--- src/rtl/fld_pkg.sv ---
package fld_pkg;

    // Direction of a single correction
    typedef enum logic {
        DIR_LOWER = 1'b0,
        DIR_RAISE = 1'b1
    } fld_dir_e;

    // Pulse pair driven toward the tuning element
    typedef struct packed {
        logic up;
        logic down;
    } fld_pulse_t;

    function automatic fld_pulse_t dir_to_pulse(input fld_dir_e d);
        fld_pulse_t p;
        p.up   = (d == DIR_RAISE);
        p.down = (d == DIR_LOWER);
        return p;
    endfunction

    function automatic fld_dir_e compare_taps(input logic newest, input logic oldest);
        return fld_dir_e'(newest ^ oldest);
    endfunction

endpackage

--- src/rtl/fld_strobe_div.sv ---
module fld_strobe_div #(
    parameter int DIV_STAGES = 3
) (
    input  logic clk,
    input  logic rst,
    output logic strobe
);
    logic [DIV_STAGES-1:0] div_cnt;

    always_ff @(posedge clk) begin
        if (rst) div_cnt <= '0;
        else     div_cnt <= div_cnt + 1'b1;
    end

    // fires on the last count of each 2^DIV_STAGES cycle
    assign strobe = &div_cnt;
endmodule

--- src/rtl/fld_sampler.sv ---
module fld_sampler #(
    parameter int SYNC_STAGES = 2,
    parameter int DLY         = 7
) (
    input  logic clk,
    input  logic rst,
    input  logic strobe,
    input  logic ref_in,
    output logic tap_new,
    output logic tap_old
);
    localparam int TAPS = DLY + 1;

    logic cap_in;

    generate
        if (SYNC_STAGES == 0) begin : g_direct
            assign cap_in = ref_in;
        end else begin : g_sync
            logic [SYNC_STAGES-1:0] sync_q;
            always_ff @(posedge clk) begin
                if (rst) begin
                    sync_q <= '0;
                end else begin
                    sync_q[0] <= ref_in;
                    for (int i = 1; i < SYNC_STAGES; i++) sync_q[i] <= sync_q[i-1];
                end
            end
            assign cap_in = sync_q[SYNC_STAGES-1];
        end
    endgenerate

    // history[0] is the newest sample, history[DLY] the oldest
    logic [TAPS-1:0] history;

    always_ff @(posedge clk) begin
        if (rst)         history <= '0;
        else if (strobe) history <= {history[TAPS-2:0], cap_in};
    end

    assign tap_new = history[0];
    assign tap_old = history[DLY];
endmodule

--- src/rtl/fld_corrector.sv ---
module fld_corrector
    import fld_pkg::*;
#(
    parameter int DLY = 7,
    parameter int CW  = 8
) (
    input  logic          clk,
    input  logic          rst,
    input  logic          strobe,
    input  logic          tap_new,
    input  logic          tap_old,
    output logic          corr_bit,
    output logic          corr_valid,
    output fld_pulse_t    pulse,
    output logic [CW-1:0] ctrl_word
);
    localparam int                FILL_W    = $clog2(DLY + 2);
    localparam logic [FILL_W-1:0] FILL_FULL = FILL_W'(DLY + 1);
    localparam logic [CW-1:0]     CTRL_MAX  = {1'b0, {(CW-1){1'b1}}};
    localparam logic [CW-1:0]     CTRL_MIN  = {1'b1, {(CW-1){1'b0}}};
    localparam logic [CW-1:0]     ONE       = {{(CW-1){1'b0}}, 1'b1};

    logic [FILL_W-1:0] fill_q;
    logic              eval_q;
    logic [CW-1:0]     ctrl_q, ctrl_nx;
    fld_dir_e          dir;
    logic              hist_full;

    // count strobes until the history holds only post-reset samples
    always_ff @(posedge clk) begin
        if (rst)                              fill_q <= '0;
        else if (strobe && fill_q != FILL_FULL) fill_q <= fill_q + 1'b1;
    end

    // compare one clock after the shift, on the updated history
    always_ff @(posedge clk) begin
        if (rst) eval_q <= 1'b0;
        else     eval_q <= strobe;
    end

    assign hist_full = (fill_q == FILL_FULL);
    assign dir       = compare_taps(tap_new, tap_old);

    always_comb begin
        ctrl_nx = ctrl_q;
        if (dir == DIR_RAISE) begin
            if (ctrl_q != CTRL_MAX) ctrl_nx = ctrl_q + ONE;
        end else begin
            if (ctrl_q != CTRL_MIN) ctrl_nx = ctrl_q - ONE;
        end
    end

    always_ff @(posedge clk) begin
        if (rst) begin
            corr_bit   <= 1'b0;
            corr_valid <= 1'b0;
            pulse      <= '0;
            ctrl_q     <= '0;
        end else begin
            pulse <= '0;
            if (eval_q && hist_full) begin
                corr_valid <= 1'b1;
                corr_bit   <= dir;
                pulse      <= dir_to_pulse(dir);
                ctrl_q     <= ctrl_nx;
            end
        end
    end

    assign ctrl_word = ctrl_q;
endmodule

--- src/rtl/fast_lock_discriminator.sv ---
module fast_lock_discriminator
    import fld_pkg::*;
#(
    parameter int DIV_STAGES  = 3,
    parameter int DLY         = 7,
    parameter int SYNC_STAGES = 2,
    parameter int CW          = 8
) (
    input  logic          clk,
    input  logic          rst,
    input  logic          ref_in,
    output logic          corr_bit,
    output logic          corr_valid,
    output logic          up_pulse,
    output logic          down_pulse,
    output logic [CW-1:0] ctrl_word
);
    logic       strobe;
    logic       tap_new, tap_old;
    fld_pulse_t pulse;

    fld_strobe_div #(.DIV_STAGES(DIV_STAGES)) u_div (
        .clk    (clk),
        .rst    (rst),
        .strobe (strobe)
    );

    fld_sampler #(.SYNC_STAGES(SYNC_STAGES), .DLY(DLY)) u_smp (
        .clk     (clk),
        .rst     (rst),
        .strobe  (strobe),
        .ref_in  (ref_in),
        .tap_new (tap_new),
        .tap_old (tap_old)
    );

    fld_corrector #(.DLY(DLY), .CW(CW)) u_cor (
        .clk        (clk),
        .rst        (rst),
        .strobe     (strobe),
        .tap_new    (tap_new),
        .tap_old    (tap_old),
        .corr_bit   (corr_bit),
        .corr_valid (corr_valid),
        .pulse      (pulse),
        .ctrl_word  (ctrl_word)
    );

    assign up_pulse   = pulse.up;
    assign down_pulse = pulse.down;
endmodule

--- config.mk ---
export PLATFORM = sky130hd
export DESIGN_NAME = fast_lock_discriminator
export DESIGN_NICKNAME = d
export VERILOG_FILES = /design/src/rtl/fld_pkg.sv /design/src/rtl/fld_strobe_div.sv /design/src/rtl/fld_sampler.sv /design/src/rtl/fld_corrector.sv /design/src/rtl/fast_lock_discriminator.sv
export SDC_FILE = /design/constraint.sdc
export NUM_CORES = 1
export LEC_CHECK = 0
export BUFFER_PORTS_ARGS = -buffer_cell sky130_fd_sc_hd__buf_2
export CAP_MARGIN = 20
export CORE_MARGIN = 8
export CORE_UTILIZATION = 55
export DETAILED_ROUTE_END_ITERATION = 7
export GPL_ROUTABILITY_DRIVEN = 0
export PLACE_DENSITY = 0.76
export SLEW_MARGIN = 20
export SYNTH_ARGS = -nofsm -noshare
export SYNTH_HDL_FRONTEND = slang
export SYNTH_SLANG_ARGS = --single-unit
--- constraint.sdc ---
create_clock -name clk -period 2.55 [get_ports clk]
set_input_delay 0.51 -clock clk [delete_from_list [all_inputs] [get_ports clk]]
set_output_delay 0.51 -clock clk [all_outputs]
set_load 0.05 [all_outputs]
==> results by stage <==
Run status:
- The run finished with clean final reports.

Critical path:
- STA classifies the critical path endpoint as a flip-flop.
- Data on the critical path is required at its endpoint by between 2000 and 3000 ps.
- The setup path with the least slack is of type flip-flop to flip-flop.
- The data arrival time at the worst-slack endpoint is about 2600 ps.
- The register-to-register path setup slack is 190 ps.
- Of all nets on the critical path, the largest fanout is 9.
- The startpoint class of the critical path is a flip-flop.

Timing:
- The final critical-path setup slack is 193 ps.
- The worst relative slew slack is approximately two thirds.
- The achievable clock frequency is 424 MHz.
- For the final database, setup skew stands at 8.99 ps.
- The number of failing setup endpoints in the final timing report is 0.
- The part of the cycle the worst path needs is about 92%.
- The transition time of the tightest slew-check pin is 528 ps.
- Summed over all failing endpoints, the final setup total negative slack is 0 ps.
- The count of final hold-check violations came to 0.
- The smallest clock period supported by the final layout is computed as 2360 ps.
- Setup repair after global routing left no endpoint under its margin.
- The final number of max-transition violations is 0.

Die:
- The number of ports placed on the die boundary is 15.
- The floorplan die height is between 60 and 70 µm.
- The die covers 4110 µm².
- Row generation in the floorplan step produced 17 rows.
- For this configuration, the core starts out at a cell density of 58.1%.
- The core box area is 2190 µm².
- The die width is 64.1 µm.

Yosys:
- Yosys attributes the largest share of cell area to dfxtp_1 (47%), mux2i_1 (7.9%), nor2_1 (6.2%), ha_1 (4.9%), nor2b_1 (3.9%).
- The most repeated cell in the gate-level netlist after synthesis is dfxtp_1.
- In the synthesized netlist, the cells that appear most often are dfxtp_1 (30), nor2_1 (21), mux2i_1 (10).
- The total number of yosys warnings is 0.
- The most used flip-flop cell after synthesis is dfxtp_1.
- The synthesized area is 1270 µm².
- The gate count after technology mapping is 133.
- The share of Yosys cell area claimed by the top area cell type is a little under half.
- The number of nets in the synthesized netlist is 141.
- Each instance of the synthesized netlist takes up on average 9.57 µm².
- The most area-hungry cell type in the Yosys netlist is dfxtp_1.
- In this run, synthesis inferred 0 flip-flops with an integrated enable.
- In the synthesized netlist the async set-or-reset flop fraction comes to 0%.
- For this run, the register share of the synthesized area comes to 47.2%.
- The number of unique standard cell types used by synthesis is 29.
- In this run, synthesis produced a sequential element count of 30.

Finish:
- The final instance area is about 1400 µm².
- The number of nets in the finished design is 157.
- The share of final-layout standard cells stronger than drive strength 1 is roughly 18%.
- Compared with the post-synthesis result, the final layout area differs by 10.8%.
- Counting the fill cells in the layout gives 176.
- The number of diodes is 0.
- The non-filler instance count after layout is 176.

Global routing:
- The all-layer global routing usage is 11.9%.
- The number of global-route vias before repair is 932.
- The global routing met3 resource utilization is 7.32%.
- Global routing used 19.4% of the available met2 tracks.
- Global routing consumed, on the met1 layer, 11.8% of the routing resources.
- The initial antenna violation count is 0.
- The first global-routing pass estimated about 3.9 mm of wire.
- Entering global routing, the biggest net connects 33 pins.
- For this run the aggregate overflow at the end of global routing stands at 0.
- The peak-usage layer in the global routing report is met2.

Power and ir drop:
- In this run the static leakage power is 0.579 nW.
- The clock network power share is 34.8%.
- The internal cell power is 0.000608 W.
- VDD sags by at most 0.000389 V.
- Combinational logic is responsible for under 10% of the overall power.
- Dividing total power by cell area gives a power density of 549 nW/µm².
- The switching component of the power is around 0.00017 W.
- The sum of internal, switching and leakage power is 0.000773 W.
- The share of total power dissipated in sequential elements is 61.9%.
- The switching share of total power is 21.5%.

CTS:
- The tree built by TritonCTS fans out to 30 sinks.
- In this run the deepest clock path goes through 2 buffers.
- The H-tree generated during clock tree synthesis spans 2 levels.
- Counting the buffers created by CTS gives 5.
- Clock tree synthesis selected as its root buffer the cell clkbuf_4.
- The total of hold buffers inserted after clock tree synthesis is 0.
- Clock-pin slew was measured on the worst setup and hold paths at approximately 90 ps.
- TritonCTS built the clock tree.
- The post-CTS resize count is 0.
- In this run the post-CTS setup repair buffer count came out at 0.
- The insertion delay of the later-clocked pin in the worst-skew pair is 320 ps.

Routing:
- For this block, the initial DRC count from the detailed router was 31.
- The total detailed-routing wirelength is roughly 2.2 mm.
- The final route contains roughly 970 vias.
- In the routed design, unresolved DRC markers number 0.
- The mean number of vias per cell is between 5 and 6.
- The total iterations of the first detailed-routing run is 4.
- The remaining antenna violation count after routing is 0.
- The final routed wire length divided by cell count is 12.6 µm.

Placed design:
- The placed instances occupy a cell area of 1360 µm².
- The number of placed instances, taps included is 170.
- Once detailed placement completed, the half-perimeter wirelength came to 1.59 mm.
- Port buffering added 14 buffers.
- The post-place setup slack is between 200 and 250 ps.

Flow run:
- The max capacitance violation total is 0.

Min path:
- In this run the worst hold path is classified as input pin to flip-flop.
[path summary, 6_finish.rpt]
kind,cells after the start,to,start
worst max-delay path,7,u_cor.ctrl_word[6],u_smp.history[0]
worst min-delay path,2,u_smp.g_sync.sync_q[0],ref_in
worst max register to register,7,u_cor.ctrl_word[6],u_smp.history[0]
worst min register to register,1,u_div.div_cnt[0],u_div.div_cnt[0]
[metrics by stage]
stage	hold slack, ps	util, %
floorplan	399	-
finish	414	64.4
detailed placement	417	62.0
global placement	407	62.0
CTS	404	64.4
global route	445	64.4
[critical path, cell delays in order, from the launching register on]
cell     delay (ps)
dfxtp_1         430
xor2_2          370
xnor2_1         120
ha_1            220
or3_1           380
o32a_1          300
or3_1           300
a21oi_1         160
[routing by layer]
layer	vias up	wire length, µm
li1	494	-
met1	459	947
met2	15	1100
met3	4	149
met4	0	29
met5	-	0
[flip-flops by register name, indices dropped and copies added (netlist names)]
signal and flops:
u_cor.pulse 2, u_smp.history 8, u_div.div_cnt 3, u_cor.corr_bit 1, u_cor.ctrl_word 8, u_cor.fill_q 4, u_cor.corr_valid 1, u_smp.g_sync.sync_q 2
u_cor.eval_q 1
[placed cells by master (no fill, tap or decap), drive strengths merged]
master and count:
mux2 2, a211o 1, nor4 3, buf 16, inv 4, nand3 1, o32ai 1, ha 5
xor2 3, nor2 21, xnor2 4, a21oi 8, nor2b 8, dfxtp 30, nand4 5, nand4b 1
or3 6, nand2 2, mux2i 10, a31oi 1, o31a 1, o32a 1, o21ai 5, or4 1
nor3 2, clkbuf 6
[kinds of logic after synthesis]
kind of cell,after synthesis,share of synthesized area (%)
adder cells (fa/ha/maj),5,4.92
buffers and inverters,11,3.83
flip-flops,30,47.2
XOR/XNOR,7,5.41
AO/OA/AOI/OAI,18,8.46
AND/OR/NAND/NOR,50,20.6
multiplexers,12,9.64
[power groups by stage]
stage	logic, W	registers (W)	clock network [W]
2_1_floorplan	0.0000148	0.000494	0
3_3_place_gp	0.0000253	0.000489	0
3_5_place_dp	0.0000261	0.000490	0
4_1_cts	0.0000261	0.000479	0.000276
5_1_grt	0.0000292	0.000480	0.000297
6_report	0.0000257	0.000479	0.000269
[area by class of cell]
| class | instances | area [µm²] | share of cell area (%) |
|---|---|---|---|
| multi-input cells | 92 | 623 | 44.2 |
| clock buffers | 6 | 51.3 | 3.64 |
| well taps | 28 | 35.0 | 2.48 |
| repair buffers | 16 | 85.1 | 6.03 |
| inverters | 4 | 15.0 | 1.06 |
| flip-flops and latches | 30 | 601 | 42.6 |
Note: power is estimated with default switching activity, not from simulation.
